## src/rtl/pip_overlay_pkg.sv

```systemverilog
package pip_overlay_pkg;

  typedef struct packed {
    logic [1:0] bright;
    logic [2:0] kind;
  } pipColour_t;

  typedef struct packed {
    logic             bgOn;
    logic             borderOn;
    logic             subHilite;
    pipColour_t [3:0] slot;
    logic [3:0]       bgH;
    logic [3:0]       bgV;
    logic [7:0]       mainH;
    logic [7:0]       mainV;
    logic [7:0]       subH;
    logic [7:0]       subV;
  } pipCfg_t;

  typedef struct packed {
    logic clrPx;
    logic clrLn;
    logic advLn;
  } pipStrobe_t;

  typedef enum logic [2:0] {
    RG_NONE     = 3'd0,
    RG_BG       = 3'd1,
    RG_MAIN_RIM = 3'd2,
    RG_SUB_RIM  = 3'd3,
    RG_MAIN_WIN = 3'd4,
    RG_SUB_WIN  = 3'd5
  } pipRegion_e;

  localparam logic [2:0] A_CTRL   = 3'd0;
  localparam logic [2:0] A_COLOUR = 3'd1;
  localparam logic [2:0] A_BGPOS  = 3'd2;
  localparam logic [2:0] A_MAIN_H = 3'd3;
  localparam logic [2:0] A_MAIN_V = 3'd4;
  localparam logic [2:0] A_SUB_H  = 3'd5;
  localparam logic [2:0] A_SUB_V  = 3'd6;

  localparam logic [1:0] SLOT_MAIN   = 2'd0;
  localparam logic [1:0] SLOT_SUB    = 2'd1;
  localparam logic [1:0] SLOT_BG     = 2'd2;
  localparam logic [1:0] SLOT_HILITE = 2'd3;

endpackage

```

## src/rtl/pip_rect_decode.sv

```systemverilog
module pip_rect_decode #(
  parameter int HC    = 14,
  parameter int VC    = 12,
  parameter int W     = 160,
  parameter int H     = 60,
  parameter int RIM_W = 8,
  parameter int RIM_H = 2
) (
  input  logic [HC-1:0] px,
  input  logic [VC-1:0] ln,
  input  logic [HC-1:0] x0,
  input  logic [VC-1:0] y0,
  output logic          inWin,
  output logic          inRim
);
  logic outer;

  // window: [x0, x0+W) x [y0, y0+H)
  assign inWin = (px >= x0) && (px < x0 + HC'(W)) &&
                 (ln >= y0) && (ln < y0 + VC'(H));

  // outer box grown by the rim; rim width added on the left side of the
  // compare so that a window near the origin never underflows
  assign outer = (px + HC'(RIM_W) >= x0) && (px < x0 + HC'(W + RIM_W)) &&
                 (ln + VC'(RIM_H) >= y0) && (ln < y0 + VC'(H + RIM_H));

  assign inRim = outer && !inWin;
endmodule

```

## src/rtl/pip_overlay_ctrl.sv

```systemverilog
module pip_overlay_ctrl
  import pip_overlay_pkg::*;
(
  input  logic       clk,
  input  logic       rstN,
  input  logic       hSync,
  input  logic       vSync,
  input  logic       wrEn,
  input  logic [2:0] wrAddr,
  input  logic [7:0] wrData,
  output pipStrobe_t strb,
  output pipCfg_t    cfg
);
  pipCfg_t shadow;

  // shadow bank, written by the setting port
  always_ff @(posedge clk or negedge rstN) begin
    if (!rstN) begin
      shadow <= '0;
    end else if (wrEn) begin
      case (wrAddr)
        A_CTRL: begin
          shadow.bgOn      <= wrData[0];
          shadow.borderOn  <= wrData[1];
          shadow.subHilite <= wrData[2];
        end
        A_COLOUR: shadow.slot[wrData[6:5]] <= wrData[4:0];
        A_BGPOS: begin
          shadow.bgH <= wrData[3:0];
          shadow.bgV <= wrData[7:4];
        end
        A_MAIN_H: shadow.mainH <= wrData;
        A_MAIN_V: shadow.mainV <= wrData;
        A_SUB_H:  shadow.subH  <= wrData;
        A_SUB_V:  shadow.subV  <= wrData;
        default: ;
      endcase
    end
  end

  // live bank follows the shadow only on vertical sync
  always_ff @(posedge clk or negedge rstN) begin
    if (!rstN)      cfg <= '0;
    else if (vSync) cfg <= shadow;
  end

  // counter strobes toward the datapath
  always_comb begin
    strb.clrPx = hSync | vSync;
    strb.clrLn = vSync;
    strb.advLn = hSync & ~vSync;
  end
endmodule

```

## src/rtl/pip_overlay_dp.sv

```systemverilog
module pip_overlay_dp
  import pip_overlay_pkg::*;
#(
  parameter int PX_BITS = 12,
  parameter int LN_BITS = 10,
  parameter int BG_W    = 720,
  parameter int BG_H    = 240,
  parameter int MAIN_W  = 160,
  parameter int MAIN_H  = 60,
  parameter int SUB_W   = 120,
  parameter int SUB_H   = 40,
  parameter int RIM_W   = 8,
  parameter int RIM_H   = 2
) (
  input  logic       clk,
  input  logic       rstN,
  input  pipStrobe_t strb,
  input  pipCfg_t    cfg,
  output logic       fastBlank,
  output logic [2:0] region,
  output logic [4:0] colour
);
  localparam int HC = PX_BITS + 2;
  localparam int VC = LN_BITS + 2;
  localparam logic [PX_BITS-1:0] PX_MAX = '1;
  localparam logic [LN_BITS-1:0] LN_MAX = '1;

  logic [PX_BITS-1:0] px;
  logic [LN_BITS-1:0] ln;

  always_ff @(posedge clk or negedge rstN) begin
    if (!rstN) begin
      px <= '0;
      ln <= '0;
    end else begin
      if (strb.clrPx)        px <= '0;
      else if (px != PX_MAX) px <= px + 1'b1;
      if (strb.clrLn)                       ln <= '0;
      else if (strb.advLn && ln != LN_MAX) ln <= ln + 1'b1;
    end
  end

  logic [HC-1:0] pxE;
  logic [VC-1:0] lnE;
  assign pxE = HC'(px);
  assign lnE = VC'(ln);

  // background plane: offset in steps of 4 pixels / 1 line
  logic [HC-1:0] bgX0;
  logic [VC-1:0] bgY0;
  logic          bgHit;
  assign bgX0  = HC'({cfg.bgH, 2'b00});
  assign bgY0  = VC'(cfg.bgV);
  assign bgHit = (pxE >= bgX0) && (pxE < bgX0 + HC'(BG_W)) &&
                 (lnE >= bgY0) && (lnE < bgY0 + VC'(BG_H));

  // inset windows: index 0 main, index 1 sub; 8-pixel steps
  logic [1:0] winHit;
  logic [1:0] rimHit;

  for (genvar g = 0; g < 2; g++) begin : g_win
    localparam int WW = (g == 0) ? MAIN_W : SUB_W;
    localparam int WH = (g == 0) ? MAIN_H : SUB_H;
    logic [7:0] hPos;
    logic [7:0] vPos;
    assign hPos = (g == 0) ? cfg.mainH : cfg.subH;
    assign vPos = (g == 0) ? cfg.mainV : cfg.subV;

    pip_rect_decode #(
      .HC(HC), .VC(VC), .W(WW), .H(WH), .RIM_W(RIM_W), .RIM_H(RIM_H)
    ) u_dec (
      .px   (pxE),
      .ln   (lnE),
      .x0   (HC'({hPos, 3'b000})),
      .y0   (VC'(vPos)),
      .inWin(winHit[g]),
      .inRim(rimHit[g])
    );
  end

  // priority: main win > sub win > main rim > sub rim > background
  pipRegion_e rg;
  always_comb begin
    rg = RG_NONE;
    if (winHit[0])                      rg = RG_MAIN_WIN;
    else if (winHit[1])                 rg = RG_SUB_WIN;
    else if (cfg.borderOn && rimHit[0]) rg = RG_MAIN_RIM;
    else if (cfg.borderOn && rimHit[1]) rg = RG_SUB_RIM;
    else if (cfg.bgOn && bgHit)         rg = RG_BG;
  end

  // colour routing from the four slots
  pipColour_t col;
  always_comb begin
    col = '0;
    case (rg)
      RG_MAIN_RIM: col = cfg.slot[SLOT_MAIN];
      RG_SUB_RIM:  col = cfg.subHilite ? cfg.slot[SLOT_HILITE] : cfg.slot[SLOT_SUB];
      RG_BG:       col = cfg.slot[SLOT_BG];
      default:     col = '0;
    endcase
  end

  assign region    = rg;
  assign colour    = col;
  assign fastBlank = (|winHit) | (cfg.borderOn & (|rimHit)) | (cfg.bgOn & bgHit);
endmodule

```

## src/rtl/pip_overlay.sv

```systemverilog
module pip_overlay
  import pip_overlay_pkg::*;
#(
  parameter int PX_BITS = 12,
  parameter int LN_BITS = 10,
  parameter int BG_W    = 720,
  parameter int BG_H    = 240,
  parameter int MAIN_W  = 160,
  parameter int MAIN_H  = 60,
  parameter int SUB_W   = 120,
  parameter int SUB_H   = 40,
  parameter int RIM_W   = 8,
  parameter int RIM_H   = 2
) (
  input  logic       clk,
  input  logic       rstN,
  input  logic       hSync,
  input  logic       vSync,
  input  logic       wrEn,
  input  logic [2:0] wrAddr,
  input  logic [7:0] wrData,
  output logic       fastBlank,
  output logic [2:0] region,
  output logic [4:0] colour
);
  pipStrobe_t strb;
  pipCfg_t    cfg;

  pip_overlay_ctrl u_ctrl (
    .clk   (clk),
    .rstN  (rstN),
    .hSync (hSync),
    .vSync (vSync),
    .wrEn  (wrEn),
    .wrAddr(wrAddr),
    .wrData(wrData),
    .strb  (strb),
    .cfg   (cfg)
  );

  pip_overlay_dp #(
    .PX_BITS(PX_BITS), .LN_BITS(LN_BITS), .BG_W(BG_W), .BG_H(BG_H),
    .MAIN_W(MAIN_W), .MAIN_H(MAIN_H), .SUB_W(SUB_W), .SUB_H(SUB_H),
    .RIM_W(RIM_W), .RIM_H(RIM_H)
  ) u_dp (
    .clk      (clk),
    .rstN     (rstN),
    .strb     (strb),
    .cfg      (cfg),
    .fastBlank(fastBlank),
    .region   (region),
    .colour   (colour)
  );
endmodule

```

## config.mk

```make
export PLATFORM = sky130hd
export DESIGN_NAME = pip_overlay
export DESIGN_NICKNAME = d
export VERILOG_FILES = /design/src/rtl/pip_overlay_pkg.sv /design/src/rtl/pip_rect_decode.sv /design/src/rtl/pip_overlay_ctrl.sv /design/src/rtl/pip_overlay_dp.sv /design/src/rtl/pip_overlay.sv
export SDC_FILE = /design/constraint.sdc
export NUM_CORES = 1
export LEC_CHECK = 0
export ABC_CLOCK_PERIOD_IN_PS = 3600
export BUFFER_PORTS_ARGS = -buffer_cell sky130_fd_sc_hd__buf_2
export CORE_MARGIN = 2
export CORE_UTILIZATION = 30
export CTS_CLUSTER_DIAMETER = 100
export DETAILED_ROUTE_END_ITERATION = 10
export MAX_ROUTING_LAYER = met4
export PLACE_DENSITY = 0.5
export SKIP_LAST_GASP = 1
export SYNTH_ARGS = -nofsm -noshare
export SYNTH_HDL_FRONTEND = slang
export SYNTH_SLANG_ARGS = --single-unit
```

## constraint.sdc

```tcl
create_clock -name clk -period 3.6 [get_ports clk]
set_input_delay 0.18 -clock clk [delete_from_list [all_inputs] [get_ports clk]]
set_output_delay 0.18 -clock clk [all_outputs]
set_load 0.1 [all_outputs]
```

==> impl_results.md <==
* Syn nets at 1,152
* Pins over their slew limit at 0
* Critical-path cell list: ha_2 -> nand3_2 -> nor2_2 -> nand2_1 -> xnor2_2 -> buf_4 -> ha_1 -> nand3_1 -> o211a_4 -> or3_4 -> a311oi_4 -> a2111oi_4 -> buf_12
* WP data arrival at 3.52 ns
* Register-to-Register Path Depth at 8
* CP endpoint kind: output port
* Critical Path Slowest Stage Cell: or3_4
* Synthesized instance count at just under 1,000
* Most frequent cell after synthesis: ha_1
* Post-DP HPWL at 19,400 µm
* P&R area growth vs syn at 24.3%
* Post-synthesis sequential element count at between 100 and 150
* CP Buf/Inv Count at 2
* Dominant cells by area after synthesis: dfrtp_1 (37%), ha_1 (19%), mux2_2 (9.7%)
* RSZ-0062 raised after global routing: yes
* Total Die Area at ~0.035 mm²
* Unique masters post-synth at 60
* Total power per unit cell area at approximately 470 mW/mm²
* Worst slew pin tran at 0.936 ns
* Hold path cells at 2
* Post-synth EDFFs at 0
* CTS tree: done
* Remaining antenna violation count after routing at 0
* IO Port Bufs at 24
* Final worst slack at -0.105 ns
* Initial antenna violation count at 0
* F_max at approximately 0.27 GHz
* Drc violations at 0
* Register area share after synthesis at 0.371
* CP Launch Point: u_dp.ln[2]
* Layout cells sized above 1 at 0.276
* Worst-path clk slew at ~0.08 ns
* Die Wd at 186 µm
* # H-tree levels at 4
* CP startpoint kind: flip-flop
* DP Worst Slack at roughly 0.047 ns
* Later-pin clock latency in the skew report at between 0.4 and 0.5 ns
* Final nets at approximately 1,200
* Rows at 66
* Synth top area share at 0.371
* Maxcap violations at 0
* Via count at roughly 7,700
* First-pass GRT wire length at 43,300 µm
* Die height at between 150 and 200 µm
* Crit Path Max Fanout at 7
* Io pins at 25
* Total CTS buffers at 17
* Post-Syn Area at about 0.010 mm²
* Largest net degree at the start of global routing at 85
* Mean Syn Cell Area at approximately 10 µm²
* Hold Crit Start: wrData[7]
* Status: complete, but fails checks
* Min cycle time layout at between 3 and 4 ns
* RD Place Congestion at roughly 0.83
* Setup TNS at -0.393 ns
* Clock buffer depth at 2
* CTS Root Cell: clkbuf_16
* Core ar. at around 0.033 mm²
* Worst R2R Start: u_dp.px[11]
* YS warnings at 0
* Primary FF master, synth: dfrtp_1
* Cell taking the most area after synthesis: dfrtp_1
* Number of global-route vias before repair at roughly 7,900
* Crit path max-delay family: simple AND/OR/NAND/NOR gates
* Initial Utilization at 0.306
* Required time of the critical path at between 3 and 4 ns
* Ys async rst share at 1.00
* Clock sink count at approximately 150
* Setup Viol. Count Final at 5
* Routed length per instance at between 15 and 20 µm
* Final Skew at approximately 0.009 ns
* Hold Path Class: primary input to flip-flop
* First-iteration detailed-routing DRC count at approximately 330
* Failing checks: setup timing
* First-pass iteration count of the detailed router at 5
* Kind of critical path: flip-flop to output port
* Post-DR vias/cell at 5.04
* Slowest stage delay, CP at between 0.4 and 0.5 ns
* DRT Wirelength at around 27,000 µm
* Period utilization at 1.03
* Levels on crit path at 13
* Min Hold Slack at 0.0770 ns
* Final Hold Fails at 0
* Pleak at 5.59 nW
* Synth top cells by count: ha_1 (151), dfrtp_1 (148), mux2_2 (86), nand2_1 (77), o21ai_0 (76)
* Total gr overflow at 0
* Max_slew headroom at 0.371
* Max VDD drop at about 0.00035 V
* Global Route Usage Sum at 0.164
==> layout by cell type (no fill, tap or decap), types with 12 or more instances in the layout <==
master,synthesis,final
xnor2_1,48,44
ha_1,151,140
nor3_1,21,17
a21oi_1,43,33
o21ai_0,76,70
nor2_1,52,48
buf_2,6,13
buf_4,0,67
xor2_1,13,12
clkbuf_16,0,17
nand3_1,28,22
mux2_2,86,86
inv_1,64,61
nand2_1,77,75
dfrtp_1,148,143
==> metal layers <==
layer / share of wire / wire length [µm] / vias up / GRT usage
met1: 0.49 / 13200 / 3809 / 0.218
met4: 0.022 / 595 / 0 / 0.0554
met3: 0.025 / 678 / 35 / 0.0218
met5: 0 / 0 / - / -
li1: - / - / 3716 / -
met2: 0.46 / 12500 / 105 / 0.257
==> repair_timing <==
action | CTS | global route
hold buffers | 1 | 0
endpoints found under the hold margin | 81 | 0
resized for setup | 64 | 24
setup endpoints to repair | 9 | 9
pin swaps | 27 | 14
setup buffers | 17 | 9
cloned | 1 | 0
==> through the flow <==
| step | utilization | power [mW] | cells | cell area (µm²) |
|---|---|---|---|---|
| finish | 0.381 | 5.87 | 1522 | 12400 |
| global route | 0.381 | 6.24 | 1521 | 12400 |
| CTS | 0.375 | 5.88 | 1512 | 12200 |
| detailed placement | 0.341 | 3.80 | 1461 | 11100 |
| global placement | 0.341 | 3.76 | 1461 | 11100 |
| floorplan | - | 3.29 | 985 | 10100 |
==> registers in the layout, summed over array words and instances (netlist names) <==
name / count
u_ctrl.cfg: 63
u_ctrl.shadow: 63
u_dp.px: 12
u_dp.ln: 10
==> layout make-up <==
class	instances	area (µm²)
Multi-Input combinational cell	742	6480
Timing Repair Buffer	93	792
Fill cell	3230	20200
Sequential cell	148	3710
Clock inverter	15	205
Tap cell	442	553
Antenna cell	1	2.50
Inverter	64	243
Clock buffer	17	425
==> power by group <==
group	total (mW)	internal (mW)	switching, mW
combinational	1.77	0.809	0.958
sequential	2.18	1.97	0.211
clock	1.93	1.07	0.859
total	5.87	3.84	2.03
==> cell families (layout without fill, tap and decap cells) <==
kind of cell,Yosys count,in the layout,synth area share
other,0,1,0
multiplexers,93,93,0.104
flip-flops,148,148,0.371
AND/OR/NAND/NOR,243,243,0.118
XOR/XNOR,61,61,0.0535
adder cells (fa/ha/maj),151,151,0.189
AO/OA/AOI/OAI,193,194,0.125
buffers and inverters,96,189,0.0391
==> worst paths after layout <==
path                                      to  slack, ns
max in group asynchronous     u_ctrl.cfg[21]       2.39
hold / removal             u_ctrl.shadow[31]       0.08
setup / recovery                   colour[0]      -0.10
setup reg to reg                 u_dp.px[11]       1.10
min in group asynchronous     u_ctrl.cfg[49]       0.35
hold reg to reg               u_ctrl.cfg[14]       0.47
(Power assumes the default switching activity.)
